### src/rtl/wdog_pkg.sv
package wdog_pkg;
  localparam int DATA_W = 32;
  localparam int ADDR_W = 3;

  typedef enum logic [ADDR_W-1:0] {
    A_LOAD  = 3'd0,
    A_VALUE = 3'd1,
    A_CTRL  = 3'd2,
    A_CLEAR = 3'd3,
    A_LOCK  = 3'd4
  } wdog_addr_e;

  typedef struct packed {
    logic rst_en;
    logic int_en;
  } wdog_ctrl_t;
endpackage

### src/rtl/wdog_rst_sync.sv
module wdog_rst_sync #(
  parameter int STAGES = 2
) (
  input  logic clk_i,
  input  logic arst_ni,
  output logic rst_no
);
  logic [STAGES-1:0] sync_q;

  always_ff @(posedge clk_i or negedge arst_ni) begin
    if (!arst_ni) sync_q <= '0;
    else          sync_q <= {sync_q[STAGES-2:0], 1'b1};
  end

  assign rst_no = sync_q[STAGES-1];
endmodule

### src/rtl/wdog_regs.sv
module wdog_regs
  import wdog_pkg::*;
#(
  parameter int                CNT_W      = 32,
  parameter logic [DATA_W-1:0] UNLOCK_KEY = 32'h1ACC_E55A
) (
  input  logic              clk_i,
  input  logic              rst_ni,
  input  logic              we_i,
  input  logic [ADDR_W-1:0] addr_i,
  input  logic [DATA_W-1:0] wdata_i,
  input  logic [CNT_W-1:0]  cnt_i,
  output logic [CNT_W-1:0]  load_o,
  output wdog_ctrl_t        ctrl_o,
  output logic              locked_o,
  output logic              force_o,
  output logic [CNT_W-1:0]  force_val_o,
  output logic              clear_o,
  output logic [DATA_W-1:0] rdata_o
);
  logic [CNT_W-1:0] load_q, load_d;
  wdog_ctrl_t       ctrl_q, ctrl_d;
  logic             locked_q, locked_d;
  logic             load_en, ctrl_en, lock_en;
  logic             hit_load, hit_ctrl, hit_clear, hit_lock;

  always_comb begin
    hit_load  = we_i && (addr_i == A_LOAD);
    hit_ctrl  = we_i && (addr_i == A_CTRL);
    hit_clear = we_i && (addr_i == A_CLEAR);
    hit_lock  = we_i && (addr_i == A_LOCK);

    load_en = hit_load && !locked_q;
    load_d  = wdata_i[CNT_W-1:0];

    ctrl_en       = hit_ctrl && !locked_q;
    ctrl_d.int_en = ctrl_q.int_en | wdata_i[0];
    ctrl_d.rst_en = wdata_i[1];

    lock_en  = hit_lock;
    locked_d = (wdata_i != UNLOCK_KEY);

    clear_o     = hit_clear;
    force_o     = load_en | hit_clear;
    force_val_o = load_en ? load_d : load_q;
  end

  always_ff @(posedge clk_i or negedge rst_ni) begin
    if (!rst_ni) begin
      load_q   <= '1;
      ctrl_q   <= '0;
      locked_q <= 1'b0;
    end else begin
      if (load_en) load_q   <= load_d;
      if (ctrl_en) ctrl_q   <= ctrl_d;
      if (lock_en) locked_q <= locked_d;
    end
  end

  always_comb begin
    rdata_o = '0;
    case (addr_i)
      A_LOAD:  rdata_o[CNT_W-1:0] = load_q;
      A_VALUE: rdata_o[CNT_W-1:0] = cnt_i;
      A_CTRL:  rdata_o[1:0]       = {ctrl_q.rst_en, ctrl_q.int_en};
      A_LOCK:  rdata_o[0]         = locked_q;
      default: rdata_o            = '0;
    endcase
  end

  assign load_o   = load_q;
  assign ctrl_o   = ctrl_q;
  assign locked_o = locked_q;
endmodule

### src/rtl/wdog_counter.sv
module wdog_counter #(
  parameter int CNT_W = 32
) (
  input  logic             clk_i,
  input  logic             rst_ni,
  input  logic             run_i,
  input  logic             force_i,
  input  logic [CNT_W-1:0] force_val_i,
  input  logic [CNT_W-1:0] load_i,
  output logic [CNT_W-1:0] cnt_o,
  output logic             expire_o
);
  localparam logic [CNT_W-1:0] ONE = CNT_W'(1);

  logic [CNT_W-1:0] cnt_q, cnt_d;
  logic             cnt_en;

  always_comb begin
    expire_o = run_i && !force_i && (cnt_q == '0);
    cnt_en   = force_i || run_i;
    if (force_i)       cnt_d = force_val_i;
    else if (expire_o) cnt_d = load_i;
    else               cnt_d = cnt_q - ONE;
  end

  always_ff @(posedge clk_i or negedge rst_ni) begin
    if (!rst_ni)     cnt_q <= '1;
    else if (cnt_en) cnt_q <= cnt_d;
  end

  assign cnt_o = cnt_q;
endmodule

### src/rtl/wdog_escalate.sv
module wdog_escalate (
  input  logic clk_i,
  input  logic rst_ni,
  input  logic expire_i,
  input  logic clear_i,
  input  logic rst_en_i,
  output logic irq_o,
  output logic rst_req_o
);
  logic irq_q, irq_d, irq_en;
  logic req_q, req_d, req_en;

  always_comb begin
    irq_en = clear_i || expire_i;
    irq_d  = !clear_i;
    req_en = expire_i && irq_q && !clear_i && rst_en_i;
    req_d  = 1'b1;
  end

  always_ff @(posedge clk_i or negedge rst_ni) begin
    if (!rst_ni) begin
      irq_q <= 1'b0;
      req_q <= 1'b0;
    end else begin
      if (irq_en) irq_q <= irq_d;
      if (req_en) req_q <= req_d;
    end
  end

  assign irq_o     = irq_q;
  assign rst_req_o = req_q;
endmodule

### src/rtl/wdog_two_stage.sv
module wdog_two_stage
  import wdog_pkg::*;
#(
  parameter int                CNT_W       = 32,
  parameter logic [DATA_W-1:0] UNLOCK_KEY  = 32'h1ACC_E55A,
  parameter int                SYNC_STAGES = 2
) (
  input  logic              clk_i,
  input  logic              rst_ni,
  input  logic              reg_we_i,
  input  logic [ADDR_W-1:0] reg_addr_i,
  input  logic [DATA_W-1:0] reg_wdata_i,
  output logic [DATA_W-1:0] reg_rdata_o,
  output logic              irq_o,
  output logic              rst_req_o
);
  logic             rst_sync_n;
  logic [CNT_W-1:0] load_val;
  logic [CNT_W-1:0] cnt;
  logic [CNT_W-1:0] force_val;
  wdog_ctrl_t       ctrl;
  logic             locked;
  logic             force_ld;
  logic             clear;
  logic             expire;
  logic             irq;
  logic             rst_req;

  wdog_rst_sync #(.STAGES(SYNC_STAGES)) i_rst_sync (
    .clk_i   (clk_i),
    .arst_ni (rst_ni),
    .rst_no  (rst_sync_n)
  );

  wdog_regs #(.CNT_W(CNT_W), .UNLOCK_KEY(UNLOCK_KEY)) i_regs (
    .clk_i       (clk_i),
    .rst_ni      (rst_sync_n),
    .we_i        (reg_we_i),
    .addr_i      (reg_addr_i),
    .wdata_i     (reg_wdata_i),
    .cnt_i       (cnt),
    .load_o      (load_val),
    .ctrl_o      (ctrl),
    .locked_o    (locked),
    .force_o     (force_ld),
    .force_val_o (force_val),
    .clear_o     (clear),
    .rdata_o     (reg_rdata_o)
  );

  wdog_counter #(.CNT_W(CNT_W)) i_counter (
    .clk_i       (clk_i),
    .rst_ni      (rst_sync_n),
    .run_i       (ctrl.int_en),
    .force_i     (force_ld),
    .force_val_i (force_val),
    .load_i      (load_val),
    .cnt_o       (cnt),
    .expire_o    (expire)
  );

  wdog_escalate i_escalate (
    .clk_i     (clk_i),
    .rst_ni    (rst_sync_n),
    .expire_i  (expire),
    .clear_i   (clear),
    .rst_en_i  (ctrl.rst_en),
    .irq_o     (irq),
    .rst_req_o (rst_req)
  );

  assign irq_o     = irq;
  assign rst_req_o = rst_req;
endmodule

### config.mk
export PLATFORM = sky130hd
export DESIGN_NAME = wdog_two_stage
export DESIGN_NICKNAME = d
export VERILOG_FILES = /design/src/rtl/wdog_pkg.sv /design/src/rtl/wdog_rst_sync.sv /design/src/rtl/wdog_regs.sv /design/src/rtl/wdog_counter.sv /design/src/rtl/wdog_escalate.sv /design/src/rtl/wdog_two_stage.sv
export SDC_FILE = /design/constraint.sdc
export NUM_CORES = 1
export LEC_CHECK = 0
export BUFFER_PORTS_ARGS = -buffer_cell sky130_fd_sc_hd__buf_4
export CORE_MARGIN = 2
export CORE_UTILIZATION = 45
export DETAILED_ROUTE_END_ITERATION = 16
export HOLD_SLACK_MARGIN = 0.03
export PLACE_DENSITY = 0.69
export SYNTH_ARGS = -nofsm -noshare
export SYNTH_HDL_FRONTEND = slang
export SYNTH_SLANG_ARGS = --single-unit
### constraint.sdc
create_clock -name clk_i -period 2 [get_ports clk_i]
set_input_delay 0.1 -clock clk_i [delete_from_list [all_inputs] [get_ports clk_i]]
set_output_delay 0.1 -clock clk_i [all_outputs]
set_load 0.02 [all_outputs]
==> results.yml <==
power_and_ir_drop:
  p_sw_uw: 2750
  clockPowerShare_pct: 17.7
  p_int_uw: 4630
  seqPwrFrac_pct: 36.5
  switching_share_pct: 37.3
  max-vdd-ir-drop_v: 0.000485
  power.density_mw_per_mm2: 1210
  power_leakage_uw: 0.00255
  p_comb_share_pct: 45.7
synthesis:
  ys_seq_area_share_pct: 42.3
  yosys_warnings: 0
  synth.most_common_cell: "dfstp_2"
  synth_nets: 489
  yosysTopAreaCellShare_pct: 38.3
  synth.avg_cell_area_um2: 9.76
  synthTopCellsByCount: "dfstp_2 (64), o21ai_0 (40), mux2_2 (35)"
  yosys.cell_types.count: 51
  synth_area_mm2: 0.00439
  yosys-top-cells-area: "dfstp_2 (38%), mux2_2 (9.0%), a22o_1 (6.0%), nor3b_1 (5.0%), o21ai_0 (4.6%)"
  synth_top_area_cell: "dfstp_2"
  synth-async-reset-ratio_pct: 100
  ys_ff_latch: 71
  synth_flop_cell: "dfstp_2"
  synth_edf_count: 0
  syn_inst: 450
clock_tree:
  tritoncts: "yes"
  clock-sinks: 71
  clockRootBuffer: "clkbuf_8"
  path_clk_slew_ns: 0.09
  htree_levels: 3
  cts_buffers: 9
  clock_latency_ns: 0.37
  clockBufferDepth: 2
global_route:
  grt_pass1_wl_um: 21100
  grt_antenna_before_repair: 0
  grt_pass1_vias: 4125
  grt_util_all_layers_pct: 26.1
  grt_overflow: 0
  grt_max_degree: 70
sta:
  rsz0062_at_grt: "true"
  fmaxAchievable_mhz: 476
  hold_viol: 0
  tightest_slew_ns: 0.531
  fin_ws_ns: -0.102
  report.final.slew_viol_count: 0
  fin_crit_ns: 2.10
  fin_crit_sh_pct: 105
  clock_skew_ns: 0.0120
  slew_headroom_pct: 64.1
  setup_viol: 21
detailed_routing:
  ant_nets: 0
  wl_um: 13100
  via_per_inst: 5.74
  dr.pass1.iters: 4
  drc: 0
  wl_per_cell_um: 18.1
  vias: 4177
  drt_iter0_drc: 192
floorplan:
  initial_core_util_pct: 45.6
  dieArea_mm2: 0.0106
  die_y_um: 103
  io_pins: 72
  fp.coreArea_mm2: 0.00964
  die_w_um: 103
  num_rows: 36
worst_setup_path:
  cp-start-kind: "register"
  crit_arrival_ns: 2.39
  cp-end-kind: "register"
  required_ns: 2.29
  cp_max_fo: 9
  criticalPathCategory: "register to register"
layout:
  nNetsFinal: 629
  nFillCells: 827
  final_area_mm2: 0.00609
  antenna_cells: 0
  multi_input_area_mm2: 0.00247
  drive_above_1_share_pct: 44.5
  final_util_pct: 63.2
  regArea_mm2: 0.00186
  area_delta_synth_final_pct: 38.7
placed_design:
  port_buffers: 71
  hpwl_um: 8910
  routabilityCongestion: 0.910
  placedInstanceArea_mm2: 0.00548
run_status:
  status: "complete, but fails checks"
  violations: "setup timing"
min_path:
  hp-class: "input port to asynchronous set/reset pin"
flow_run:
  maxCapViolCount: 0
## metrics by stage
step | hold slack (ns) | setup WS (ns) | instances | total power, uW | TNS (ns)
2_1_floorplan | -0.196 | -0.197 | 450 | 4600 | -0.862
3_3_place_gp | -0.117 | -0.157 | 678 | 5760 | -1.75
3_5_place_dp | -0.116 | -0.193 | 678 | 5870 | -2.63
4_1_cts | 0.0312 | -0.0868 | 727 | 7310 | -0.730
5_1_grt | 0.0364 | -0.190 | 728 | 7850 | -3.18
6_report | 0.0418 | -0.102 | 728 | 7380 | -1.01
## power groups by stage
| stage | Combinational, uW | Sequential [uW] | Clock, uW |
|---|---|---|---|
| after detailed placement | 3180 | 2690 | 0 |
| after floorplan | 1970 | 2630 | 0 |
| after global routing | 3690 | 2780 | 1390 |
| after CTS | 3310 | 2680 | 1320 |
| after global placement | 3100 | 2660 | 0 |
| final | 3380 | 2690 | 1310 |
## sequential cells by signal, summed over array words and instances (netlist names)
| signal | count |
|---|---|
| i_regs.load_o | 32 |
| i_escalate.rst_req_o | 1 |
| i_regs.locked_o | 1 |
| i_escalate.irq_o | 1 |
| i_rst_sync.sync_q | 2 |
| i_counter.cnt_o | 32 |
| i_regs.ctrl_o | 2 |
## metal layers
metal	wire, um	global-route usage [%]	vias up	share of wire (%)
met3	679	4.00	24	5.2
li1	-	-	1987	-
met1	5950	36.4	2053	45
met4	257	10.6	0	2.0
met5	0	0	-	0
met2	6260	41.0	113	48
## worst max-delay path, cell delays in order (launching register included)
cell,delay (ns)
dfstp_2,0.38
or4_4,0.57
nor4b_4,0.34
buf_4,0.17
and3_4,0.20
buf_12,0.13
nor3_1,0.06
o21ai_1,0.16
## logic make-up (layout without fill, tap and decap cells)
group	count (synthesis)	in the layout	share of synthesized area (%)
compound gates	132	132	19.7
xor+xnor	15	15	2.99
fa+ha+maj	1	1	0.285
buf+inv	39	184	3.45
flops	71	71	42.3
mux	42	42	10.6
other cells	1	1	0.0854
simple gates	149	149	20.7
## worst paths after layout
kind / slack, ns / start / cells past startpoint / endpoint
worst max-delay path: -0.10 / i_counter.cnt_o[5] / 7 / i_counter.cnt_o[13]
worst min-delay path: 0.04 / rst_ni / 2 / i_rst_sync.sync_q[1]
worst max register to register: -0.10 / i_counter.cnt_o[5] / 7 / i_counter.cnt_o[13]
worst min register to register: 0.32 / i_rst_sync.sync_q[1] / 1 / i_regs.locked_o
max in group asynchronous: 1.36 / i_rst_sync.sync_q[1] / 1 / i_regs.load_o[6]
min in group clk_i: 0.09 / reg_addr_i[1] / 3 / i_regs.locked_o
## cell type report
class                   instances  area share [%]
clock inverters                 7            1.58
well taps                     133            2.73
inverters                       6           0.370
repair buffers                162            22.3
multi-input cells             340            40.5
clock buffers                   9            2.03
flip-flops and latches         71            30.5
## repair_timing
action / CTS / global route
hold buffers: 33 / 0
hold endpoints to repair: 36 / 0
gates cloned: 0 / 0
pin swaps: 11 / 2
buffers inserted: 0 / 1
gates resized for setup: 8 / 7
endpoints found under the setup margin: 34 / 34
## cell usage in the layout, fill, tap and decap left out, drive strengths merged, types with 15 or more instances in the layout
cell type,count
mux2,35
nor3b,29
nor3,22
a22o,30
nand2,15
dlygate4sd3,33
a21oi,31
o21ai,41
buf,129
dfstp,64
nor2,25
Note: power is estimated with default switching activity, not from simulation.
